===== config.mk =====
export PLATFORM = sky130hd
export DESIGN_NAME = trom_seq_top
export DESIGN_NICKNAME = d
export VERILOG_FILES = /design/src/rtl/trom_seq_pkg.sv /design/src/rtl/trom_trans_detect.sv /design/src/rtl/trom_read_seq.sv /design/src/rtl/trom_drive_ctl.sv /design/src/rtl/trom_seq_top.sv
export SDC_FILE = /design/constraint.sdc
export NUM_CORES = 1
export LEC_CHECK = 0
export ABC_CLOCK_PERIOD_IN_PS = 2800
export BUFFER_PORTS_ARGS = -buffer_cell sky130_fd_sc_hd__buf_4
export CAP_MARGIN = 20
export CORE_MARGIN = 5
export CORE_UTILIZATION = 40
export DETAILED_ROUTE_END_ITERATION = 16
export GPL_TIMING_DRIVEN = 0
export PLACE_DENSITY = 0.68
export RECOVER_POWER = 50
export SETUP_SLACK_MARGIN = 0.5
export SLEW_MARGIN = 20
export SYNTH_ARGS = -nofsm -noshare
export SYNTH_HDL_FRONTEND = slang
export SYNTH_SLANG_ARGS = --single-unit

===== constraint.sdc =====
create_clock -name clk -period 2.8 [get_ports clk]
set_input_delay 0 -clock clk [delete_from_list [all_inputs] [get_ports clk]]
set_output_delay 0 -clock clk [all_outputs]
set_load 0.05 [all_outputs]

===== src/rtl/trom_seq_pkg.sv =====
package trom_seq_pkg;

  typedef enum logic {
    SRC_ADDR = 1'b0,
    SRC_CE   = 1'b1
  } trig_src_e;

  typedef enum logic [1:0] {
    DRV_OFF  = 2'd0,
    DRV_RISE = 2'd1,
    DRV_ON   = 2'd2,
    DRV_FALL = 2'd3
  } drv_state_e;

endpackage


===== src/rtl/trom_trans_detect.sv =====
module trom_trans_detect
  import trom_seq_pkg::*;
#(
  parameter int ADDR_W = 19
) (
  input  logic              clk,
  input  logic              rst_n,
  input  logic [ADDR_W-1:0] addr_i,
  input  logic              ce_n_i,
  output logic              trig_o,
  output trig_src_e         src_o,
  output logic              ce_n_q_o
);

  logic [ADDR_W-1:0] addr_q, addr_d;
  logic              ce_n_q, ce_n_d;
  logic              armed_q, armed_d;
  logic              addr_chg, ce_fall;

  always_comb begin
    addr_d  = addr_i;
    ce_n_d  = ce_n_i;
    armed_d = 1'b1;
    addr_chg = armed_q && !ce_n_i && (addr_i != addr_q);
    ce_fall  = armed_q && ce_n_q && !ce_n_i;
    trig_o   = addr_chg || ce_fall;
    src_o    = ce_fall ? SRC_CE : SRC_ADDR;
  end

  always_ff @(posedge clk or negedge rst_n) begin
    if (!rst_n) begin
      addr_q  <= '0;
      ce_n_q  <= 1'b1;
      armed_q <= 1'b0;
    end else begin
      addr_q  <= addr_d;
      ce_n_q  <= ce_n_d;
      armed_q <= armed_d;
    end
  end

  assign ce_n_q_o = ce_n_q;

endmodule


===== src/rtl/trom_read_seq.sv =====
module trom_read_seq
  import trom_seq_pkg::*;
#(
  parameter int              ADDR_W   = 19,
  parameter int              DATA_W   = 8,
  parameter int              ADDR_LAT = 6,
  parameter int              CE_LAT   = 4,
  parameter int              HOLD_LAT = 1,
  parameter logic [DATA_W-1:0] SEED   = 'h5A
) (
  input  logic              clk,
  input  logic              rst_n,
  input  logic              trig_i,
  input  trig_src_e         src_i,
  input  logic [ADDR_W-1:0] addr_i,
  input  logic              ce_n_i,
  output logic [DATA_W-1:0] data_o,
  output logic              valid_o
);

  localparam int MAX_LAT = (ADDR_LAT > CE_LAT) ?
                           ((ADDR_LAT > HOLD_LAT) ? ADDR_LAT : HOLD_LAT) :
                           ((CE_LAT > HOLD_LAT) ? CE_LAT : HOLD_LAT);
  localparam int CNT_W   = $clog2(MAX_LAT + 1);
  localparam int NSLICE  = (ADDR_W + DATA_W - 1) / DATA_W;
  localparam int EXT_W   = NSLICE * DATA_W;

  logic              pend_q, pend_d;
  logic [CNT_W-1:0]  cnt_q, cnt_d;
  logic [CNT_W-1:0]  hold_q, hold_d;
  logic [ADDR_W-1:0] lat_addr_q, lat_addr_d;
  logic [DATA_W-1:0] data_q, data_d;
  logic              valid_q, valid_d;

  // Array contents are computed: XOR fold of the address slices with a seed
  logic [EXT_W-1:0]  addr_ext;
  logic [DATA_W-1:0] slice_x [NSLICE+1];
  assign addr_ext   = EXT_W'(lat_addr_q);
  assign slice_x[0] = SEED;
  for (genvar s = 0; s < NSLICE; s++) begin : g_fold
    assign slice_x[s+1] = slice_x[s] ^ addr_ext[s*DATA_W +: DATA_W];
  end

  always_comb begin
    pend_d     = pend_q;
    cnt_d      = cnt_q;
    hold_d     = hold_q;
    lat_addr_d = lat_addr_q;
    data_d     = data_q;
    valid_d    = valid_q;
    if (trig_i) begin
      pend_d     = 1'b1;
      cnt_d      = (src_i == SRC_CE) ? CNT_W'(CE_LAT) : CNT_W'(ADDR_LAT);
      hold_d     = CNT_W'(HOLD_LAT);
      lat_addr_d = addr_i;
      if (HOLD_LAT == 0) valid_d = 1'b0;
    end else if (ce_n_i) begin
      pend_d = 1'b0;
      hold_d = '0;
    end else if (pend_q) begin
      if (hold_q == CNT_W'(1)) valid_d = 1'b0;
      if (hold_q != '0) hold_d = hold_q - CNT_W'(1);
      if (cnt_q == CNT_W'(1)) begin
        pend_d  = 1'b0;
        data_d  = slice_x[NSLICE];
        valid_d = 1'b1;
      end else begin
        cnt_d = cnt_q - CNT_W'(1);
      end
    end
  end

  always_ff @(posedge clk or negedge rst_n) begin
    if (!rst_n) begin
      pend_q     <= 1'b0;
      cnt_q      <= '0;
      hold_q     <= '0;
      lat_addr_q <= '0;
      data_q     <= '0;
      valid_q    <= 1'b0;
    end else begin
      pend_q     <= pend_d;
      cnt_q      <= cnt_d;
      hold_q     <= hold_d;
      lat_addr_q <= lat_addr_d;
      data_q     <= data_d;
      valid_q    <= valid_d;
    end
  end

  assign data_o  = data_q;
  assign valid_o = valid_q;

  assert_valid_rise_on_done_R2: assert property (@(posedge clk) disable iff (!rst_n)
    $rose(valid_q) |-> $past(pend_q) && !pend_q);

  assert_valid_fall_in_hold_R6: assert property (@(posedge clk) disable iff (!rst_n)
    $fell(valid_q) |-> pend_q);

  assert_cnt_range_R5: assert property (@(posedge clk) disable iff (!rst_n)
    pend_q |-> (cnt_q != '0) && (cnt_q <= CNT_W'(MAX_LAT)));

endmodule


===== src/rtl/trom_drive_ctl.sv =====
module trom_drive_ctl
  import trom_seq_pkg::*;
#(
  parameter int OE_LAT  = 2,
  parameter int DIS_LAT = 3
) (
  input  logic clk,
  input  logic rst_n,
  input  logic ce_n_i,
  input  logic oe_n_i,
  output logic drive_o
);

  localparam int MAX_D  = (OE_LAT > DIS_LAT) ? OE_LAT : DIS_LAT;
  localparam int DCNT_W = $clog2(MAX_D + 1);

  drv_state_e        state_q, state_d;
  logic [DCNT_W-1:0] tcnt_q, tcnt_d;
  logic              en;

  assign en = !ce_n_i && !oe_n_i;

  always_comb begin
    state_d = state_q;
    tcnt_d  = tcnt_q;
    unique case (state_q)
      DRV_OFF: if (en) begin
        state_d = DRV_RISE;
        tcnt_d  = DCNT_W'(OE_LAT);
      end
      DRV_RISE: begin
        if (!en) state_d = DRV_OFF;
        else if (tcnt_q == DCNT_W'(1)) state_d = DRV_ON;
        else tcnt_d = tcnt_q - DCNT_W'(1);
      end
      DRV_ON: if (!en) begin
        state_d = DRV_FALL;
        tcnt_d  = DCNT_W'(DIS_LAT);
      end
      DRV_FALL: begin
        if (en) state_d = DRV_ON;
        else if (tcnt_q == DCNT_W'(1)) state_d = DRV_OFF;
        else tcnt_d = tcnt_q - DCNT_W'(1);
      end
      default: state_d = DRV_OFF;
    endcase
  end

  always_ff @(posedge clk or negedge rst_n) begin
    if (!rst_n) begin
      state_q <= DRV_OFF;
      tcnt_q  <= '0;
    end else begin
      state_q <= state_d;
      tcnt_q  <= tcnt_d;
    end
  end

  assign drive_o = (state_q == DRV_ON) || (state_q == DRV_FALL);

  assert_drive_on_after_en_R7: assert property (@(posedge clk) disable iff (!rst_n)
    $rose(drive_o) |-> $past(en));

  assert_drive_off_after_dis_R8: assert property (@(posedge clk) disable iff (!rst_n)
    $fell(drive_o) |-> !$past(en));

endmodule


===== src/rtl/trom_seq_top.sv =====
module trom_seq_top
  import trom_seq_pkg::*;
#(
  parameter int ADDR_W   = 19,
  parameter int DATA_W   = 8,
  parameter int ADDR_LAT = 6,
  parameter int CE_LAT   = 4,
  parameter int OE_LAT   = 2,
  parameter int HOLD_LAT = 1,
  parameter int DIS_LAT  = 3
) (
  input  logic              clk,
  input  logic              rst_n,
  input  logic [ADDR_W-1:0] addr_i,
  input  logic              ce_n_i,
  input  logic              oe_n_i,
  output logic [DATA_W-1:0] dout_o,
  output logic              dout_oe_o,
  output logic              data_valid_o,
  output logic              standby_o
);

  logic [1:0] rst_sync_q;
  logic       rst_ni;
  logic       trig;
  trig_src_e  src;
  logic       ce_n_q;

  always_ff @(posedge clk or negedge rst_n) begin
    if (!rst_n) rst_sync_q <= 2'b00;
    else        rst_sync_q <= {rst_sync_q[0], 1'b1};
  end
  assign rst_ni = rst_sync_q[1];

  trom_trans_detect #(.ADDR_W(ADDR_W)) u_det (
    .clk      (clk),
    .rst_n    (rst_ni),
    .addr_i   (addr_i),
    .ce_n_i   (ce_n_i),
    .trig_o   (trig),
    .src_o    (src),
    .ce_n_q_o (ce_n_q)
  );

  trom_read_seq #(
    .ADDR_W   (ADDR_W),
    .DATA_W   (DATA_W),
    .ADDR_LAT (ADDR_LAT),
    .CE_LAT   (CE_LAT),
    .HOLD_LAT (HOLD_LAT)
  ) u_rd (
    .clk     (clk),
    .rst_n   (rst_ni),
    .trig_i  (trig),
    .src_i   (src),
    .addr_i  (addr_i),
    .ce_n_i  (ce_n_i),
    .data_o  (dout_o),
    .valid_o (data_valid_o)
  );

  trom_drive_ctl #(.OE_LAT(OE_LAT), .DIS_LAT(DIS_LAT)) u_drv (
    .clk     (clk),
    .rst_n   (rst_ni),
    .ce_n_i  (ce_n_i),
    .oe_n_i  (oe_n_i),
    .drive_o (dout_oe_o)
  );

  assign standby_o = ce_n_q;

  assert_trig_only_enabled_R10: assert property (@(posedge clk) disable iff (!rst_ni)
    trig |-> !ce_n_i);

endmodule


==> results of run 1 <==
## layout make-up
type / instances / area (um^2) / area share (%)
repair buffers: 57 / 405.4 / 12.39
multi-input cells: 106 / 974.7 / 29.80
flip-flops and latches: 62 / 1556 / 47.59
clock inverters: 1 / 5.005 / 0.1530
plain buffers: 4 / 26.28 / 0.8034
inverters: 10 / 37.54 / 1.148
well taps: 77 / 96.34 / 2.946
clock buffers: 13 / 168.9 / 5.164
## worst min path at each step
stage          slack (ns)  depth (start not counted)                           end   start
5_1_grt              0.07                          4  u_drv.state_q[0]$_DFFE_PN0P_  oe_n_i
6_report             0.05                          4  u_drv.state_q[0]$_DFFE_PN0P_  oe_n_i
3_3_place_gp        -0.22                          1       rst_sync_q[0]$_DFF_PN0_   rst_n
3_5_place_dp        -0.21                          1       rst_sync_q[0]$_DFF_PN0_   rst_n
2_1_floorplan       -0.30                          0       rst_sync_q[0]$_DFF_PN0_   rst_n
4_1_cts              0.03                          4  u_drv.state_q[0]$_DFFE_PN0P_  oe_n_i
## routing by layer
| layer | share of wire (%) | GRT usage (%) | vias to the layer above |
|---|---|---|---|
| met1 | 49 | 16.35 | 732 |
| li1 | - | - | 741 |
| met4 | 1.5 | 5.211 | 0 |
| met3 | 4.6 | 3.673 | 8 |
| met2 | 45 | 16.10 | 27 |
| met5 | 0 | 0 | - |
## kinds of logic (layout without fill, tap and decap cells)
kind of cell,Yosys count,in the layout
xor gates and xnor gates,34,34
DFF,62,62
other,1,2
muxes,29,29
and+or+nand+nor,22,22
AOI/OAI and AO/OA,13,13
buffers and inverters,14,85
adders and majority gates,6,6
## flip-flops by register name, summed over array words and instances, names as in the netlist, named ones only
signal / flops
u_drv.tcnt_q: 2
u_det.ce_n_q_o: 1
u_drv.state_q: 1
u_rd.lat_addr_q: 19
u_rd.cnt_q: 3
u_det.addr_q: 19
u_rd.data_o: 8
u_rd.valid_o: 1
u_rd.pend_q: 1
rst_sync_q: 2
u_det.armed_q: 1
u_rd.hold_q: 3
## through the flow
stage,instance area [um^2],setup slack [ns],utilization (%)
3_3_place_gp,2912,0.2281,46.38
5_1_grt,3271,0.5124,52.10
6_report,3271,0.5976,52.10
2_1_floorplan,2567,0.6519,-
3_5_place_dp,2943,0.3898,46.88
4_1_cts,3351,0.5132,53.38
## power groups by stage
stage               combinational, mW  clock, mW  sequential (mW)
detailed placement              0.523          0             1.12
floorplan                       0.294          0             1.20
finish                          0.527      0.689             1.11
global placement                0.489          0             1.14
CTS                             0.550      0.711             1.11
global route                    0.588      0.760             1.12
## worst reg2reg max path, stage by stage (launching register included)
cell and delay (ns):
dfrtp_1 0.38, xnor2_1 0.17, nand4_1 0.16, nor3_4 0.25
a31oi_4 0.12, or4b_4 0.53, buf_8 0.17, mux2_4 0.30
## cell usage in the layout (no fill, tap or decap), types with 2 or more instances in the layout
master         netlist  routed
a2111oi_0            2       2
a21oi_1              5       5
buf_4                0      14
clkbuf_1             3      24
clkbuf_8             0      12
conb_1               1       2
dfrtp_1             61      60
dlygate4sd3_1        0      22
ha_1                 6       6
inv_1               10      10
mux2_2              21      21
mux2_4               8       8
nand2_1              3       3
nand2b_1             3       3
nand4_1              4       4
nor2_1               7       6
o21ai_0              2       2
xnor2_1             31      30
xor2_1               3       3
## repair_timing
action | CTS | global route
pin swaps | 1 | 5
endpoints found under the setup margin | 8 | 9
gates resized for setup | 1 | 4
hold buffers | 22 | 0
buffers inserted | 1 | 0
hold endpoints to repair | 44 | 0
==> metrics.cfg, run 1 <==
[power_and_ir_drop]
p_comb_share_pct = 22.7
powerDensity_mw_per_mm2 = 710.1
p_leak_nw = 1.449
total_power_mw = 2.322
p_sw_mw = 0.6602
p_clk_share_pct = 29.7
peakVddDrop_mv = 0.3538
seq_power_share_pct = 47.7
p_sw_share_pct = 28.43
internal_power_mw = 1.662

[synthesis]
ys_ff_latch = 62
syn_area_mm2 = 0.002564
synthCells = 181
synthSimpleGateAreaFrac_pct = 4.636
synth.area.top_cells = dfrtp_1 60%, xnor2_1 11%, mux2_2 9.2%, mux2_4 4.7%, ha_1 2.9%
synthAdderAreaFrac_pct = 2.928
synth_common_cells = 61 x dfrtp_1, 31 x xnor2_1, 21 x mux2_2
ys_async_sr_fraction_pct = 100.0
syn_area_per_cell_um2 = 14.16
synth_warnings = 0
muxShareOfSynthArea_pct = 13.91
yosys.area.top_type = dfrtp_1
synth_edf_count = 0
synth_top_family_by_area = multiplexers
synth_ff_type = dfrtp_1
synth_compound_area_share_pct = 3.856
yosysMostFrequentCell = dfrtp_1
synth_xor_xnor_area_share_pct = 11.62
synth_top_cell_area_share_pct = 59.54
synth_seq_area_share_pct = 60.57
ys_types = 27

[setup_path]
cp_num_buf_inv = 1
critical-path-max-stage-delay_ns = 0.53
worstPathCellList = xnor2_1 -> nand4_1 -> nor3_4 -> a31oi_4 -> or4b_4 -> buf_8 -> mux2_4
r2r-end = u_rd.data_o[6]$_DFFE_PN0P_
worstPathMaxFanout = 9
end_kind = flip-flop
cp-endpoint = u_rd.data_o[6]$_DFFE_PN0P_
crit_path_start = u_det.addr_q[5]$_DFF_PN0_
r2r-start = u_det.addr_q[5]$_DFF_PN0_
reg2reg_depth = 7
worstSetupPathDepth = 7
slowest_stage = or4b_4
critPathArrivalTime_ns = 2.41
crit_type = reg -> reg
critPathLaunchType = flip-flop
crit_family = simple AND/OR/NAND/NOR gates
crit_required_ns = 3.01
r2r_setup_slack_ns = 0.60

[detailed_routing]
via_count = 1508
first_pass_iters = 4
avgRoutedWirePerCell_um = 12.99
via_per_inst = 4.570
wirelength_mm = 4.288
drc = 0
drt_iter0_drc = 44
ant_nets = 0

[placement]
dp_hpwl_mm = 2.872
dpl.cell_count = 293
port_buffers = 33
globalplace.congestion = 0.6871

[timing]
maxSlewViolCount = 0
worst_pin_slew_ns = 1.372
fin_skew_ns = 0.004217
period_needed_ns = 2.202
rsz0062_at_grt = no
setup_viol = 0
max_freq_ghz = 0.4540
slew_headroom_pct = 8.550
holdWs_ns = 0.04636
min_period_over_period_pct = 78.66
hold_viol = 0
finalSetupTns_ns = 0

[cts]
path_clk_slew_ns = 0.06
cts_htree_levels = 3
clk_path_buf_depth = 2
clk_latency_ns = 0.32
cts.sinks = 62
cts_buffers = 9
cts_tree = yes
cts_root_buffer = clkbuf_8

[global_route]
grt_pass1_wl_mm = 7.493
antenna_found_initial = 0
overflow = 0
grt_max_degree = 58
grt_usage_pct = 11.55
grt_pass1_vias = 1525

[cells_and_area]
antenna_cells = 0
stdcell_count = 330
num-nets-final = 279
drive_gt1_share_pct = 26.09
syn_to_final_growth_pct = 27.57
fillers = 542

[flow_run]
max-cap-violations = 0

[floorplan]
start_util_pct = 40.84
rows = 29
die_area_mm2 = 0.008110
die_width_um = 90.06
pin_count = 34
die_h_um = 90.06
core_area_mm2 = 0.006277

[min_path]
hp-class = in -> reg

[run_status]
status = completed

No activity file was read; power rests on OpenSTA's default activity.
==> run 2, diff against run 1 <==
--- a/config.mk
+++ b/config.mk
@@ -5,7 +5,7 @@
 export SDC_FILE = /design/constraint.sdc
 export NUM_CORES = 1
 export LEC_CHECK = 0
-export ABC_CLOCK_PERIOD_IN_PS = 2800
+export ABC_CLOCK_PERIOD_IN_PS = 2200
 export BUFFER_PORTS_ARGS = -buffer_cell sky130_fd_sc_hd__buf_4
 export CAP_MARGIN = 20
 export CORE_MARGIN = 5
==> constraint.sdc (replaced) <==
create_clock -name clk -period 2.2 [get_ports clk]
set_input_delay 0 -clock clk [delete_from_list [all_inputs] [get_ports clk]]
set_output_delay 0 -clock clk [all_outputs]
set_load 0.05 [all_outputs]
==> metrics.cfg, run 2 (synthesis gave the netlist of run 1 again) <==
[timing]
max_freq_ghz = 0.4479
setup_viol = 8
slew_headroom_pct = 14.72
fin_skew_ns = 0.007014
holdWs_ns = 0.05699
period_needed_ns = 2.233
min_period_over_period_pct = 101.5
rsz0062_at_grt = yes
fin_ws_ns = -0.03254
hold_viol = 0
maxSlewViolCount = 0
worst_pin_slew_ns = 1.279
finalSetupTns_ns = -0.2153

[detailed_routing]
drt_iter0_drc = 62
via_per_inst = 4.682
wirelength_mm = 4.777
drc = 0
ant_nets = 0
first_pass_iters = 4
via_count = 1573
avgRoutedWirePerCell_um = 14.22

[setup_path]
crit_type = reg -> reg
r2r-end = u_rd.data_o[0]$_DFFE_PN0P_
slowest_stage = or4b_4
reg2reg_depth = 7
crit_required_ns = 2.41
worstPathMaxFanout = 9
end_kind = flip-flop
r2r-start = u_det.addr_q[15]$_DFF_PN0_
critical-path-max-stage-delay_ns = 0.54
critPathArrivalTime_ns = 2.45
critPathLaunchType = flip-flop
r2r_setup_slack_ns = -0.03
worstPathCellList = xnor2_1 -> nand4_1 -> nor3_4 -> a31oi_4 -> or4b_4 -> buf_12 -> mux2_4
crit_path_start = u_det.addr_q[15]$_DFF_PN0_

[global_route]
busiest_layer = met2
grt_use_met3_pct = 4.591
grt_pass1_vias = 1621
overflow = 0
grt_util_met2_pct = 18.35
use_met1_pct = 16.25
antenna_found_initial = 0
grt_max_degree = 61
grt_usage_pct = 12.42
grt_pass1_wl_mm = 7.983

[min_path]
hold_end = u_drv.state_q[0]$_DFFE_PN0P_
min_from = oe_n_i
min_path_cells = 4
hp-class = in -> reg

[power_and_ir_drop]
powerDensity_mw_per_mm2 = 913.1
peakVddDrop_mv = 0.4257
p_leak_nw = 1.484
total_power_mw = 3.112

[cts]
path_clk_slew_ns = 0.07
cts_root_buffer = clkbuf_8
cts_buffers = 9
clk_path_buf_depth = 2
clk_latency_ns = 0.33
cts.sinks = 62
cts_htree_levels = 3
cts_tree = yes

[cells_and_area]
stdcell_count = 336
num-nets-final = 283
final_common_cell = dfrtp_1
antenna_cells = 0
drive_gt1_share_pct = 27.80
final_util_pct = 54.30
fin_area_mm2 = 0.003408
most-common-layout-cells = 60 x dfrtp_1, 31 x xnor2_1, 27 x clkbuf_1
syn_to_final_growth_pct = 32.94

[floorplan]
die_h_um = 90.06
pin_count = 34
rows = 29
core_area_mm2 = 0.006277
die_width_um = 90.06
die_area_mm2 = 0.008110
start_util_pct = 40.84

[placement]
dp_hpwl_mm = 2.942
globalplace.congestion = 0.6942
place_ws_ns = -0.1700
port_buffers = 33
dpl.cell_count = 292
place_area_mm2 = 0.002923

[flow_run]
max-cap-violations = 0

[run_status]
status = finished with violations
violations = setup timing

run 2: changes by cell type in the layout (fill, tap and decap cells not counted), moves of 2 or more:
cell,change
a2111oi_0,-2
a2111oi_4,+2
buf_12,+3
buf_4,-6
clkbuf_1,+3
clkbuf_4,+4
clkinv_2,+2
run 2: how the worst max path moves through the flow:
stage	depth (start not counted)	end
final	7	u_rd.data_o[0]$_DFFE_PN0P_
after global routing	7	u_rd.data_o[0]$_DFFE_PN0P_
after CTS	7	u_rd.data_o[0]$_DFFE_PN0P_
after detailed placement	7	u_rd.data_o[4]$_DFFE_PN0P_
after global placement	7	u_rd.data_o[5]$_DFFE_PN0P_
after floorplan	7	u_rd.data_o[0]$_DFFE_PN0P_
run 2: critical path: cells and delay by family, from the launching register on:
kind            cells  cell delay [ns]
flops               1             0.38
buf+inv             1             0.17
simple gates        3             0.99
xor+xnor            1             0.16
mux                 1             0.29
compound gates      1             0.12
run 2: layer usage:
metal	share of wire (%)	up-vias	routed length [um]
met2	48	26	2294
li1	-	757	-
met3	4.7	11	226
met5	0	-	0
met1	45	779	2168
met4	1.8	0	88
run 2: where the power goes:
group          leakage [nW]  switching (mW)  internal [mW]  total (mW)
clock network         0.106           0.417          0.579       0.996
logic                 0.631           0.357          0.328       0.685
registers             0.747           0.129           1.30        1.43
run 2: what timing repair did:
action	in CTS	in global routing
endpoints found under the hold margin	44	0
pin swaps	2	6
hold buffers	22	0
gates resized for setup	6	17
buffers inserted	2	4
endpoints found under the setup margin	27	34
run 2: area by class of cell:
class / instances / area, um^2
flip-flops and latches: 62 / 1554
repair buffers: 61 / 430.4
multi-input cells: 106 / 1026
plain buffers: 4 / 63.81
clock buffers: 12 / 155.1
inverters: 10 / 37.54
fillers: 556 / 2869
well taps: 77 / 96.34
clock inverters: 4 / 45.04
